===== src/rtl/uart_rx_pkg.sv =====
package uart_rx_pkg;

    localparam int OSR      = 16;
    localparam int DATA_W   = 8;
    localparam int FRAME_W  = DATA_W + 1;
    localparam int TCNT_W   = $clog2(OSR);
    localparam int BIDX_W   = $clog2(FRAME_W);
    localparam int DIV_W    = 16;

    // Tick positions inside one bit, counted from the bit's first tick
    localparam logic [TCNT_W-1:0] MID_A = TCNT_W'(OSR/2 - 1);
    localparam logic [TCNT_W-1:0] MID_B = TCNT_W'(OSR/2);
    localparam logic [TCNT_W-1:0] MID_C = TCNT_W'(OSR/2 + 1);
    localparam logic [TCNT_W-1:0] LAST_T = TCNT_W'(OSR - 1);

    typedef enum logic [1:0] {
        ST_IDLE,
        ST_START,
        ST_DATA,
        ST_STOP
    } rx_state_t;

    typedef struct packed {
        logic [DATA_W-1:0] data;
        logic              bit8;
        logic              ferr;
    } rx_word_t;

    function automatic logic vote3(input logic a, input logic b, input logic c);
        return (a & b) | (a & c) | (b & c);
    endfunction

endpackage


===== src/rtl/uart_rx_baud.sv =====
module uart_rx_baud
    import uart_rx_pkg::*;
(
    input  logic             clk,
    input  logic             rst,
    input  logic             div_wide,
    input  logic [7:0]       baud_hi,
    input  logic [7:0]       baud_lo,
    output logic             tick
);
    logic [DIV_W-1:0] divisor;
    logic [DIV_W-1:0] cnt;

    always_comb begin
        if (div_wide)
            divisor = {baud_hi, baud_lo};
        else
            divisor = {8'h00, baud_lo};
    end

    assign tick = (cnt >= divisor);

    always_ff @(posedge clk) begin
        if (rst || tick)
            cnt <= '0;
        else
            cnt <= cnt + 1'b1;
    end

    AST_TICK_SPACING: assert property (@(posedge clk) disable iff (rst)
        (tick && divisor != '0 && $stable(divisor)) |=> !tick) else $error("tick spacing");

endmodule


===== src/rtl/uart_rx_sampler.sv =====
module uart_rx_sampler
    import uart_rx_pkg::*;
#(
    parameter int SYNC_STAGES = 2
)(
    input  logic clk,
    input  logic rst,
    input  logic rxd,
    output logic rx_s
);
    logic [SYNC_STAGES-1:0] chain;

    generate
        for (genvar g = 0; g < SYNC_STAGES; g++) begin : g_sync
            always_ff @(posedge clk) begin
                if (rst)
                    chain[g] <= 1'b1;
                else if (g == 0)
                    chain[g] <= rxd;
                else
                    chain[g] <= chain[(g == 0) ? 0 : g-1];
            end
        end
    endgenerate

    assign rx_s = chain[SYNC_STAGES-1];

endmodule


===== src/rtl/uart_rx_framer.sv =====
module uart_rx_framer
    import uart_rx_pkg::*;
(
    input  logic     clk,
    input  logic     rst,
    input  logic     clr,
    input  logic     tick,
    input  logic     rx_s,
    input  logic     nine_bit,
    output logic     done,
    output rx_word_t word,
    output logic     busy
);
    rx_state_t           state;
    logic [TCNT_W-1:0]   tcnt;
    logic [BIDX_W-1:0]   bidx;
    logic                smp_a, smp_b;
    logic [FRAME_W-1:0]  shreg;
    logic [BIDX_W-1:0]   last_idx;
    logic                decided;

    assign last_idx = nine_bit ? BIDX_W'(FRAME_W-1) : BIDX_W'(DATA_W-1);
    assign decided  = vote3(smp_a, smp_b, rx_s);
    assign busy     = (state != ST_IDLE);

    always_ff @(posedge clk) begin
        if (rst || clr) begin
            state <= ST_IDLE;
            tcnt  <= '0;
            bidx  <= '0;
            smp_a <= 1'b1;
            smp_b <= 1'b1;
            shreg <= '0;
            done  <= 1'b0;
            word  <= '0;
        end else begin
            done <= 1'b0;
            if (tick) begin
                unique case (state)
                    ST_IDLE: begin
                        if (!rx_s) begin
                            state <= ST_START;
                            tcnt  <= TCNT_W'(1);
                        end
                    end
                    ST_START: begin
                        tcnt <= tcnt + 1'b1;
                        if (tcnt == MID_A && rx_s) begin
                            state <= ST_IDLE;
                            tcnt  <= '0;
                        end else if (tcnt == LAST_T) begin
                            state <= ST_DATA;
                            tcnt  <= '0;
                            bidx  <= '0;
                        end
                    end
                    ST_DATA: begin
                        tcnt <= tcnt + 1'b1;
                        if (tcnt == MID_A) smp_a <= rx_s;
                        if (tcnt == MID_B) smp_b <= rx_s;
                        if (tcnt == MID_C) shreg[bidx] <= decided;
                        if (tcnt == LAST_T) begin
                            tcnt <= '0;
                            if (bidx == last_idx)
                                state <= ST_STOP;
                            else
                                bidx <= bidx + 1'b1;
                        end
                    end
                    ST_STOP: begin
                        tcnt <= tcnt + 1'b1;
                        if (tcnt == MID_A) smp_a <= rx_s;
                        if (tcnt == MID_B) smp_b <= rx_s;
                        if (tcnt == MID_C) begin
                            state     <= ST_IDLE;
                            tcnt      <= '0;
                            done      <= 1'b1;
                            word.data <= shreg[DATA_W-1:0];
                            word.bit8 <= nine_bit & shreg[FRAME_W-1];
                            word.ferr <= ~decided;
                        end
                    end
                    default: state <= ST_IDLE;
                endcase
            end
        end
    end

    AST_START_ON_LOW: assert property (@(posedge clk) disable iff (rst || clr)
        $rose(busy) |-> $past(!rx_s)) else $error("frame began on high line");

    AST_DONE_ENDS_FRAME: assert property (@(posedge clk) disable iff (rst || clr)
        done |-> !busy) else $error("done while busy");

endmodule


===== src/rtl/uart_rx_fifo.sv =====
module uart_rx_fifo
    import uart_rx_pkg::*;
#(
    parameter int DEPTH = 2
)(
    input  logic     clk,
    input  logic     rst,
    input  logic     push,
    input  rx_word_t push_word,
    input  logic     pop,
    output rx_word_t head,
    output logic     full,
    output logic     nonempty
);
    localparam int PTR_W = (DEPTH > 1) ? $clog2(DEPTH) : 1;
    localparam int CNT_W = $clog2(DEPTH + 1);

    rx_word_t           mem [DEPTH];
    logic [PTR_W-1:0]   wptr, rptr;
    logic [CNT_W-1:0]   count;
    logic               do_push, do_pop;

    assign full     = (count == CNT_W'(DEPTH));
    assign nonempty = (count != '0);
    assign do_push  = push && !full;
    assign do_pop   = pop && nonempty;
    assign head     = mem[rptr];

    function automatic logic [PTR_W-1:0] bump(input logic [PTR_W-1:0] p);
        return (p == PTR_W'(DEPTH-1)) ? '0 : p + 1'b1;
    endfunction

    always_ff @(posedge clk) begin
        if (rst) begin
            wptr  <= '0;
            rptr  <= '0;
            count <= '0;
            for (int i = 0; i < DEPTH; i++) mem[i] <= '0;
        end else begin
            if (do_push) begin
                mem[wptr] <= push_word;
                wptr      <= bump(wptr);
            end
            if (do_pop) rptr <= bump(rptr);
            case ({do_push, do_pop})
                2'b10:   count <= count + 1'b1;
                2'b01:   count <= count - 1'b1;
                default: count <= count;
            endcase
        end
    end

    AST_FIFO_BOUND: assert property (@(posedge clk) disable iff (rst)
        count <= CNT_W'(DEPTH)) else $error("fifo over depth");

    AST_LAST_POP_EMPTIES: assert property (@(posedge clk) disable iff (rst)
        (count == CNT_W'(1) && pop && !push) |=> !nonempty) else $error("fifo not emptied");

endmodule


===== src/rtl/uart_rx_buffered.sv =====
module uart_rx_buffered
    import uart_rx_pkg::*;
#(
    parameter int BUF_DEPTH = 2
)(
    input  logic       clk,
    input  logic       rst,
    input  logic       rxd,
    input  logic       rx_en,
    input  logic       nine_bit,
    input  logic       addr_mode,
    input  logic       div_wide,
    input  logic [7:0] baud_hi,
    input  logic [7:0] baud_lo,
    input  logic       rd_pop,
    output logic [7:0] rd_data,
    output logic       rd_bit8,
    output logic       rd_ferr,
    output logic       data_avail,
    output logic       rx_idle,
    output logic       overrun
);
    logic     tick, rx_s, done, busy, fifo_full, fifo_ne;
    logic     accept, push;
    rx_word_t word, head;

    uart_rx_baud u_baud (
        .clk(clk), .rst(rst), .div_wide(div_wide),
        .baud_hi(baud_hi), .baud_lo(baud_lo), .tick(tick)
    );

    uart_rx_sampler #(.SYNC_STAGES(2)) u_samp (
        .clk(clk), .rst(rst), .rxd(rxd), .rx_s(rx_s)
    );

    uart_rx_framer u_frm (
        .clk(clk), .rst(rst), .clr(!rx_en), .tick(tick), .rx_s(rx_s),
        .nine_bit(nine_bit), .done(done), .word(word), .busy(busy)
    );

    // Address filter, then overrun gate
    assign accept = done && !overrun && (!(addr_mode && nine_bit) || word.bit8);
    assign push   = accept && !fifo_full;

    always_ff @(posedge clk) begin
        if (rst || !rx_en)
            overrun <= 1'b0;
        else if (accept && fifo_full)
            overrun <= 1'b1;
    end

    uart_rx_fifo #(.DEPTH(BUF_DEPTH)) u_fifo (
        .clk(clk), .rst(rst), .push(push), .push_word(word), .pop(rd_pop),
        .head(head), .full(fifo_full), .nonempty(fifo_ne)
    );

    assign rd_data    = head.data;
    assign rd_bit8    = head.bit8;
    assign rd_ferr    = head.ferr;
    assign data_avail = fifo_ne;
    assign rx_idle    = !busy;

    AST_OVR_NEEDS_FULL: assert property (@(posedge clk) disable iff (rst)
        $rose(overrun) |-> $past(fifo_full)) else $error("overrun without full queue");

    AST_OVR_STICKY: assert property (@(posedge clk) disable iff (rst)
        (overrun && rx_en) |=> overrun) else $error("overrun cleared while enabled");

    AST_DISABLED_IDLE: assert property (@(posedge clk) disable iff (rst)
        !rx_en |=> (rx_idle || rx_en)) else $error("busy while disabled");

endmodule


===== config.mk =====
export PLATFORM = sky130hd
export DESIGN_NAME = uart_rx_buffered
export DESIGN_NICKNAME = d
export VERILOG_FILES = /design/src/rtl/uart_rx_pkg.sv /design/src/rtl/uart_rx_baud.sv /design/src/rtl/uart_rx_sampler.sv /design/src/rtl/uart_rx_framer.sv /design/src/rtl/uart_rx_fifo.sv /design/src/rtl/uart_rx_buffered.sv
export SDC_FILE = /design/constraint.sdc
export NUM_CORES = 1
export LEC_CHECK = 0
export ABC_AREA = 1
export BUFFER_PORTS_ARGS = -buffer_cell sky130_fd_sc_hd__buf_2
export CAP_MARGIN = 10
export CORE_AREA = 2 2 88 90
export DETAILED_ROUTE_END_ITERATION = 10
export DIE_AREA = 0 0 90 92
export GPL_ROUTABILITY_DRIVEN = 0
export PLACE_DENSITY = 0.79
export SKIP_CTS_REPAIR_TIMING = 1
export SLEW_MARGIN = 20
export SYNTH_ARGS = -nofsm -noshare
export SYNTH_HDL_FRONTEND = slang
export SYNTH_SLANG_ARGS = --single-unit

===== constraint.sdc =====
create_clock -name clk -period 3.48 [get_ports clk]
set_input_delay 0 -clock clk [delete_from_list [all_inputs] [get_ports clk]]
set_output_delay 0 -clock clk [all_outputs]
set_load 0.01 [all_outputs]

Yosys cells after proc, flatten, opt, wreduce, memory -nomap -nowiden

Memories as Yosys holds them, arrays and structs flattened. A register that Yosys moved wholly into a read port is not among the register bits.
Index checks and enable logic that the tools add are counted.

Magnitude comparators: 3
Shifts and indexed selects: 0
Equal/unequal tests: 19
$add $sub $neg: 7
Div/mod/pow operators: 0
Reductions and logical operators: 32
$mul: 0
Muxes and demuxes: 36
Bitwise gates (word level): 9

Operators with widths:

| cell                                                  | number |
|---|---|
| 2-to-1 mux 4 bit                                      | 9 |
| adder 16 x 1 -> 16 bit, second input constant         | 1 |
| >= comparator 16 bit                                  | 1 |
| 2-to-1 mux 16 bit                                     | 1 |
| case mux 4 bit (4 select lines)                       | 1 |
| 2-to-1 mux 1 bit                                      | 13 |
| equality test 4 bit, second input constant            | 3 |
| 2-to-1 mux 2 bit                                      | 6 |
| AND reduction 3 bit                                   | 4 |
| AND reduction 6 bit                                   | 2 |
| 2-to-1 mux 10 bit                                     | 1 |
| OR reduction 10 bit                                   | 1 |
| bitwise mux 9 bit                                     | 1 |
| logical AND 1 bit                                     | 9 |
| adder 4 x 1 -> 4 bit, second input constant           | 2 |
| equality test 2 bit, second input constant            | 4 |
| inequality test 2 x 1 -> 1 bit, second input constant | 4 |
| case mux 2 bit (4 select lines)                       | 1 |
| case mux 4 bit (2 select lines)                       | 1 |
| nonzero test 2 bit                                    | 4 |
| inequality test 2 bit, second input constant          | 3 |
| logical NOT 1 bit                                     | 5 |
| < comparator 4 x 5 -> 1 bit, second input constant    | 1 |
| AND 1 bit                                             | 4 |
| 17 further kinds                                      | 24 |

Bits in writable memories: 20
Input port bits: 24
ROM bits: 0
Register bits: 55
Memories: 1
Bits in latches: 0

Memory list:

| memory     | depth | width | rd ports | clocked after memory_dff | wr ports | RTL line           | RTL |
|---|---|---|---|---|---|---|---|
| u_fifo.mem | 2     | 10    | 1        | 1                        | 2        | uart_rx_fifo.sv:18 | `rx_word_t mem [DEPTH];` |

Longest topological paths before layout

Gate-level depths: netlist of the first run.

Word-level depth: 11
Gate-level depth with buffers: 16
Depth with buffers taken out: 15

Modules after synthesis

From an unflattened synthesis of the first run, not the netlist that was laid out.

Cell total of the unflattened synthesis: 502
Area, all modules: 4,085.2 um^2

Modules (own cells, without submodules):

| module           | cells each | seq. area each (um^2) | times used | area an instance (um^2) |
|---|---|---|---|---|
| uart_rx_framer   | 216        | 640.6                 | 1          | 1,592.8 |
| uart_rx_baud     | 163        | 320.3                 | 1          | 1,196.1 |
| uart_rx_fifo     | 103        | 700.7                 | 1          | 1,159.9 |
| uart_rx_buffered | 13         | 20.0                  | 1          | 77.6 |
| uart_rx_sampler  | 7          | 40.0                  | 1          | 58.8 |

Least setup slack after synthesis of the first run

Ideal clock, no wire load.

Kind: register to register
Start point: register overrun
End point: memory u_fifo.mem[0][0] in the netlist's numbering (enable)
Cell stages (with the launch flop): 9
Path slack: 1.852 ns
Path buffers: 1
Setup time: 0.340 ns
Arrival time: 1.288 ns
Period minus slack after synthesis: 1.628 ns
Data required time: 3.140 ns
Cells stage by stage: dfxtp_1 > clkinv_1 > nand2_1 > a31oi_1 > o21ai_1 > nor2_1 > nand2_1 > buf_2 > nand2_1

RTL lines:

| what                   | RTL line               | RTL |
|---|---|---|
| start, declared        | uart_rx_buffered.sv:21 | `output logic overrun` |
| start signal, assigned | uart_rx_buffered.sv:47 | `overrun <= 1'b0;` |
| start signal, assigned | uart_rx_buffered.sv:49 | `overrun <= 1'b1;` |
| end, declared          | uart_rx_fifo.sv:18     |  |

Worst setup path in the final report of the first run

Start point: register u_baud.cnt[11]
End point: register, netlist name u_frm.word[9]

Word-level cells in the longest chain between the ends: 2

RTL lines:

| what                                 | RTL line           | RTL |
|---|---|---|
| start, declared                      | uart_rx_baud.sv:12 | `logic [DIV_W-1:0] cnt;` |
| start signal, assigned               | uart_rx_baud.sv:27 | `cnt <= cnt + 1'b1;` |
| >= comparator 16 bit                 | uart_rx_baud.sv:21 | `assign tick = (cnt >= divisor);` |
| AND reduction 3 bit (no source line) | n/a                |  |

Every way passes these cells.
A chain may end at the register's enable or synchronous reset.

==> impl_metrics.csv, run 1 <==
group,metric,value,unit
outcome,outcome,"finished with violations",
outcome,violations,"hold timing",
power,p_leak,1.90,nW
worst_setup_path,setup.worst_path.class,"reg -> reg",
logic_synthesis,synth_area_leaders,"dfxtp_1 (26%), edfxtp_1 (14%), nand2_1 (9.4%)",
power,powerDensity,352,nW/um^2
placed_design,port_buffers,36,
drt,vias,3501,
global_route,antenna_found_initial,0,
global_route,grt_pass1_vias,3225,
clock_tree,htree_levels,3,
clock_tree,cts_buffer_depth,2,
final_layout,fin_nets,636,
floorplanning,core,7450,um^2
logic_synthesis,ys_ff_latch,76,
drt,drtIter0Drc,189,
power,swShare,0.253,
logic_synthesis,synth.net_count,600,
global_route,gr-total-overflow,0,
clock_tree,cts_tree,"done",
clock_tree,cts_sinks,76,
floorplanning,die_w,90,um
sta,slew_viol_final,0,
floorplanning,dieArea,8280,um^2
final_layout,multi_input_comb_area,2100,um^2
worst_setup_path,required,3760,ps
floorplanning,die_h,92,um
floorplanning,fp-row-count,32,
clock_tree,clk_pin_slew_worst_paths,90,ps
worst_setup_path,r2r_setup_slack,1530,ps
sta,clock.fmax,513,MHz
logic_synthesis,synth_flop_cell,"dfxtp_1",
logic_synthesis,synth_top_area_share,0.265,
drt,viasPerCell,5.08,
drt,antenna_left,0,
sta,finalClockSkew,11.4,ps
power,seq_power_share,0.562,
logic_synthesis,synth_edf_count,20,
power,power.share.clock,0.385,
power,ir_drop,0.000159,V
clock_tree,numCtsBuffers,9,
final_layout,seq_area,1720,um^2
worst_setup_path,end_kind,"flip-flop",
worst_setup_path,arrival,2230,ps
global_route,grt_usage,0.207,
placed_design,hpwl,5720,um
power,switchingPower,417,uW
clock_tree,clk_latency,360,ps
logic_synthesis,syn_avg_cell_area,7.75,um^2
placed_design,dp.cells,668,
sta,rsz0062_at_grt,"false",
drt,routed_wl,7830,um
logic_synthesis,syn_area,4230,um^2
sta,min_period,1950,ps
final_layout,syn2layout_area_growth,10.4,%
flow_run,cap_violations,0,
floorplanning,io_pins,37,
power,power.total,1.65,mW
sta,hold_viol_final,1,
final_layout,drive_above_1_share,0.157,
final_layout,final_cells,689,
drt,firstDrtPassIters,5,
worst_hold_path,hp-class,"in -> reg",
logic_synthesis,synth_top_area_cell,"dfxtp_1",
clock_tree,clock-root-buffer,"clkbuf_8",
logic_synthesis,ys_async_sr_fraction,0,
worst_setup_path,crit_path_start_kind,"flip-flop",
global_route,grt_first_pass_wirelength,14200,um
final_layout,antenna_cells,0,
power,p_comb_frac,0.052,
sta,relSlewSlack,0.553,
logic_synthesis,ys_warn_count,0,
sta,worstMarginPinSlew,667,ps
sta,period_share,0.560,
global_route,grt_max_degree,52,
worst_setup_path,worstPathMaxFanout,51,
logic_synthesis,synth_cell_types,38,
drt,wl_per_cell,11.4,um
sta,setup_tns,0,ps
sta,whs,-13.3,ps
power,intPower,1.23,mW
floorplanning,start_util,0.569,
sta,final-setup-viol-count,0,
final_layout,fillers,667,
logic_synthesis,yosysSeqAreaShare,0.407,
logic_synthesis,syn_inst,546,
drt,drc,0,
## cell families (layout without fill, tap and decap cells)
family	Yosys count	after routing	share of synthesized area
compound gates	57	57	0.0733
xor+xnor	4	4	0.00828
fa+ha+maj	30	30	0.0887
buf+inv	97	138	0.0972
flops	76	76	0.407
mux	10	10	0.0266
simple gates	272	272	0.299
## final cells by class
cell class                      count  area share
Clock buffer                        9      0.0265
Timing Repair Buffer               41      0.0492
Inverter                           81      0.0650
Multi-Input combinational cell    373       0.449
Clock inverter                      7      0.0145
Sequential cell                    76       0.368
Tap cell                          102      0.0273
## placed cells by master (no fill, tap or decap), types with 2 or more instances in the layout
master         synthesis  final
nand2_1              106    106
nand3_2                2      2
o21ai_0                9      9
nand3_1               42     42
inv_2                  6      6
nand2_2                4      4
nor3_1                 7      7
dfxtp_1               56     56
edfxtp_1              20     20
nor2_4                 3      3
nor2_2                 5      5
clkinv_4               0      2
xnor2_1                2      2
a31oi_1                2      2
o21ai_1                4      4
nor3_2                 3      3
inv_1                 74     74
dlygate4sd3_1          0      5
and3_1                 2      2
a21oi_1               37     37
or2_2                  2      2
clkbuf_8               0      9
nand4_1               19     19
nor3b_1                3      3
inv_6                  0      3
buf_2                  5     36
xor2_1                 2      2
mux2_2                10     10
ha_1                  30     30
nor2_1                70     70
o21a_1                 2      2
## layer usage
metal  up-vias  global-route usage  routed length (um)
met4         0              0.0692                 103
met5         -                   0                   0
met1      1560               0.271                3760
met3        11              0.0435                 300
li1       1848                   -                   -
met2        82               0.341                3660
## critical path: stages, from the launching register on
cell     delay, ps
dfxtp_1        430
ha_1           290
a21oi_1        150
o21ai_1        120
a21oi_4        230
nand2_8        210
nand2_2        230
nand2_1         70
a21oi_1        140
## flip-flops by register name (all words and copies together), names as in the netlist, named ones only
signal / cells
u_frm.bidx: 4
u_fifo.wptr: 1
u_baud.cnt: 16
u_frm.tcnt: 4
u_fifo.mem: 20
u_frm.state: 1
u_fifo.count: 2
overrun: 1
u_frm.done: 1
u_samp.rx_s: 1
u_fifo.rptr: 1
u_frm.smp_b: 1
u_frm.smp_a: 1
u_samp.chain: 1
u_frm.shreg: 9
u_frm.word: 10
## final timing paths
| kind | start | endpoint | cells past startpoint |
|---|---|---|---|
| hold / removal | addr_mode | overrun | 4 |
| hold reg to reg | u_samp.chain[0] | u_samp.rx_s | 1 |
| setup reg to reg | u_baud.cnt[11] | u_frm.word[9] | 8 |
| setup / recovery | u_baud.cnt[11] | u_frm.word[9] | 8 |
## metrics by stage
| stage | cell area [um^2] | setup slack [ps] | util | hold slack (ps) |
|---|---|---|---|---|
| final | 4680 | 1530 | 0.628 | -13.3 |
| after global routing | 4680 | 1290 | 0.628 | 9.73 |
| after floorplan | 4230 | 1850 | - | 104 |
| after detailed placement | 4430 | 1580 | 0.595 | 211 |
| after CTS | 4630 | 1560 | 0.621 | -137 |
| after global placement | 4430 | 1630 | 0.595 | 209 |
## power by group through the flow
stage / sequential [mW] / clock, mW / combinational (mW)
after floorplan: 0.944 / 0 / 0.0557
after global placement: 0.945 / 0 / 0.0804
after detailed placement: 0.946 / 0 / 0.0825
after CTS: 0.926 / 0.652 / 0.0834
after global routing: 0.928 / 0.688 / 0.100
final: 0.926 / 0.635 / 0.0861
## cells in the mapped netlist (2+ instances only)
master,count
xnor2_1,2
buf_2,5
nor3_2,3
nor2_2,5
dfxtp_1,56
nand3_2,2
nand2_2,4
mux2_2,10
nand4_1,19
or2_2,2
nor2_1,70
nand2_1,106
ha_1,30
nand3_1,42
nor3b_1,3
nor3_1,7
a31oi_1,2
a21oi_1,37
edfxtp_1,20
clkbuf_1,5
xor2_1,2
o21ai_0,9
nor2_4,3
o21ai_1,4
o21a_1,2
inv_1,74
buf_6,5
inv_2,6
and3_1,2
No activity file was read; power rests on OpenSTA's default activity.
==> run 2, diff against run 1 <==
--- a/config.mk
+++ b/config.mk
@@ -5,14 +5,14 @@
 export SDC_FILE = /design/constraint.sdc
 export NUM_CORES = 1
 export LEC_CHECK = 0
-export ABC_AREA = 1
+export ABC_AREA = 0
 export BUFFER_PORTS_ARGS = -buffer_cell sky130_fd_sc_hd__buf_2
 export CAP_MARGIN = 10
-export CORE_AREA = 2 2 88 90
+export CORE_AREA = 2 2 89 91
 export DETAILED_ROUTE_END_ITERATION = 10
-export DIE_AREA = 0 0 90 92
+export DIE_AREA = 0 0 91 93
 export GPL_ROUTABILITY_DRIVEN = 0
-export PLACE_DENSITY = 0.79
+export PLACE_DENSITY = 0.77
 export SKIP_CTS_REPAIR_TIMING = 1
 export SLEW_MARGIN = 20
 export SYNTH_ARGS = -nofsm -noshare
==> constraint.sdc (replaced) <==
create_clock -name clk -period 1.7 [get_ports clk]
set_input_delay 0 -clock clk [delete_from_list [all_inputs] [get_ports clk]]
set_output_delay 0 -clock clk [all_outputs]
set_load 0.01 [all_outputs]
==> run 2 against run 1 <==
The flow finishes with violations (setup timing). Critical endpoint is now u_frm.word[1]. Synthesized area fell by 5.9%. Worst hold slack better by 36 ps. Sequential power is 100% higher. First-iteration DRC count shrank 11%. Largest cell class unchanged. Flip-flop and latch count did not move. Critical path depth up 1. Final cell count is 10% lower. Sequential share of layout area decreased by 3.7 points. Setup slack got worse by 2000 ps. Power grew 120%. Non-clock buffer count is 58 higher. Clock-buffer cell count is the same.
==> impl_metrics.csv, run 2 <==
group,metric,value,unit
outcome,outcome,"finished with violations",
outcome,violations,"setup timing",
final_layout,layout_common_cells,"buf_4 (53), nand2_1 (50), dfxtp_1 (48)",
sta,rsz0062_at_grt,"true",
final_layout,reg.largest.list,"u_fifo.mem: 20 flops, u_baud.cnt: 16 flops, u_frm.word: 10 flops",
logic_synthesis,synth_top_area_share,0.281,
logic_synthesis,synth_area_leaders,"dfxtp_1 (28%), edfxtp_1 (15%), ha_1 (9.4%)",
logic_synthesis,synth.most_common_cell,"nand2_1",
sta,hold_viol_final,0,
logic_synthesis,yosysSeqAreaShare,0.432,
worst_setup_path,path_cells,"inv_2 -> ha_4 -> nor2b_2 -> o21ai_2 -> a41oi_2 -> o41ai_4 -> and3_4 -> buf_12 -> mux2i_1",
global_route,grt_max_degree,21,
floorplanning,core,7530,um^2
final_layout,multi_input_comb_area,2380,um^2
worst_setup_path,crit_path_max_incr_delay,450,ps
sta,relSlewSlack,0.515,
worst_setup_path,end_kind,"flip-flop",
final_layout,drive_above_1_share,0.367,
placed_design,port_buffers,36,
drt,vias,3335,
logic_synthesis,synth_top_area_cell,"dfxtp_1",
sta,slew_viol_final,0,
clock_tree,cts_tree,"done",
sta,setup_tns,-16620,ps
power,p_leak,2.24,nW
global_route,grt_first_pass_wirelength,14200,um
worst_hold_path,hp-class,"in -> reg",
worst_setup_path,r2r_cells,9,
floorplanning,die_w,91,um
floorplanning,start_util,0.529,
worst_setup_path,worstPathMaxFanout,11,
sta,min_period,2190,ps
floorplanning,io_pins,37,
worst_setup_path,required,1980,ps
placed_design,dpl_cell_area,4740,um^2
clock_tree,numCtsBuffers,9,
logic_synthesis,yosys-top-cells-count,"nand2_1 (59), dfxtp_1 (56), nor2_1 (32), ha_1 (30), and2_1 (24)",
drt,wl_per_cell,14.9,um
final_layout,fillers,534,
final_layout,syn2layout_area_growth,31.5,%
floorplanning,die_h,93,um
drt,viasPerCell,5.41,
worst_setup_path,cp_slowest_cell,"o41ai_4",
logic_synthesis,ys_async_sr_fraction,0,
worst_hold_path,min_path_cells,2,
power,seq_power_share,0.526,
power,power.share.clock,0.408,
drt,firstDrtPassIters,4,
logic_synthesis,syn_avg_cell_area,9.53,um^2
power,p_comb_frac,0.067,
worst_setup_path,arrival,2470,ps
logic_synthesis,synth_flop_cell,"dfxtp_1",
clock_tree,cts_sinks,76,
drt,routed_wl,9220,um
worst_setup_path,setup.worst_path.class,"reg -> reg",
power,ir_drop,0.000355,V
worst_setup_path,r2r_start,"u_baud.cnt[0]",
logic_synthesis,syn_area,3980,um^2
worst_hold_path,holdPathEnd,"u_fifo.count[0]",
logic_synthesis,synth_cell_types,53,
worst_setup_path,r2r_setup_slack,-490,ps
sta,final-setup-viol-count,48,
clock_tree,htree_levels,3,
worst_setup_path,reg2reg_to,"u_frm.word[1]",
worst_setup_path,crit_path_start_kind,"flip-flop",
global_route,grt_pass1_vias,3195,
logic_synthesis,synth_edf_count,20,
final_layout,largest_reg_flops,20,
power,switchingPower,913,uW
logic_synthesis,ys_ff_latch,76,
placed_design,hpwl,5940,um
drt,antenna_left,0,
clock_tree,clk_latency,370,ps
final_layout,final_util,0.696,
drt,drc,0,
sta,period_share,1.29,
flow_run,cap_violations,0,
final_layout,antenna_cells,0,
global_route,gr-total-overflow,0,
logic_synthesis,syn_inst,418,
worst_hold_path,min_from,"rst",
power,intPower,2.69,mW
sta,worstMarginPinSlew,724,ps
sta,finalClockSkew,8.68,ps
final_layout,finalInstanceArea,5240,um^2
final_layout,largest_register,"u_fifo.mem",
global_route,grt_usage,0.208,
logic_synthesis,ys_warn_count,0,
power,powerDensity,688,nW/um^2
clock_tree,cts_buffer_depth,2,
power,swShare,0.253,
floorplanning,fp-row-count,32,
final_layout,seq_area,1730,um^2
clock_tree,clk_pin_slew_worst_paths,90,ps
drt,drtIter0Drc,168,
clock_tree,clock-root-buffer,"clkbuf_8",
floorplanning,dieArea,8460,um^2
final_layout,fin_nets,564,
final_layout,final_common_cell,"buf_4",
global_route,antenna_found_initial,0,
logic_synthesis,synth.net_count,472,
sta,clock.fmax,458,MHz
sta,final.setup.worst_slack,-485,ps
run 2: cell types whose count changed after synthesis, sizes merged, moves of 9 or more:
cell,previous run,this run
a21oi,39,9
and2,0,24
clkbuf,5,14
inv,80,19
mux2i,0,22
nand2,112,59
nand3,44,18
nand4,19,2
nor2,78,32
run 2: kinds of logic after synthesis:
kind of cell | after synthesis | synth area share
adder cells (fa/ha/maj) | 31 | 0.0968
buffers and inverters | 38 | 0.0402
AND/OR/NAND/NOR | 181 | 0.224
multiplexers | 32 | 0.0836
AO/OA/AOI/OAI | 41 | 0.0817
XOR/XNOR | 19 | 0.0418
flip-flops | 76 | 0.432
run 2: final cells by class:
class / instances / area share
Multi-Input combinational cell: 305 / 0.455
Timing Repair Buffer: 99 / 0.136
Clock buffer: 9 / 0.0237
Clock inverter: 7 / 0.0158
Sequential cell: 76 / 0.331
Tap cell: 102 / 0.0244
Inverter: 19 / 0.0136
run 2: worst max path at each step:
stage | startpoint | end | cells past startpoint
after global placement | u_baud.cnt[11] | u_frm.state[0] | 8
after CTS | u_baud.cnt[11] | u_frm.state[0] | 8
after global routing | u_baud.cnt[0] | u_frm.word[1] | 9
after detailed placement | u_baud.cnt[13] | u_frm.bidx[2] | 6
after floorplan | u_baud.cnt[13] | u_baud.cnt[0] | 9
final | u_baud.cnt[0] | u_frm.word[1] | 9
run 2: stage by stage:
| step | power [mW] | instances | setup slack (ps) | hold slack (ps) |
|---|---|---|---|---|
| floorplan | 2.06 | 418 | -285 | 104 |
| global placement | 2.14 | 589 | -378 | 209 |
| detailed placement | 2.15 | 589 | -425 | 199 |
| CTS | 3.58 | 605 | -434 | -173 |
| global route | 3.71 | 617 | -564 | 30.6 |
| finish | 3.60 | 617 | -485 | 22.6 |
run 2: power by group through the flow:
stage	Clock, mW	Sequential, mW	Combinational (mW)
final	1.47	1.89	0.240
after global routing	1.55	1.90	0.265
after CTS	1.47	1.89	0.212
after detailed placement	0	1.94	0.211
after global placement	0	1.93	0.207
after floorplan	0	1.94	0.123
run 2: per-layer routing:
layer / track usage / routed length (um) / part of all wire / vias to the layer above
met5: 0 / 0 / 0 / -
met4: 0.0947 / 168 / 0.018 / 0
met3: 0.0387 / 348 / 0.038 / 15
met2: 0.357 / 4610 / 0.50 / 75
met1: 0.255 / 4100 / 0.44 / 1605
li1: - / - / - / 1640
run 2: worst max-delay path: cells and delay by family, from the launching register on:
family                   cells  cell delay [ps]
AO/OA/AOI/OAI                3              750
flip-flops                   1              340
AND/OR/NAND/NOR              2              320
adder cells (fa/ha/maj)      1              250
multiplexers                 1              250
buffers and inverters        2              180
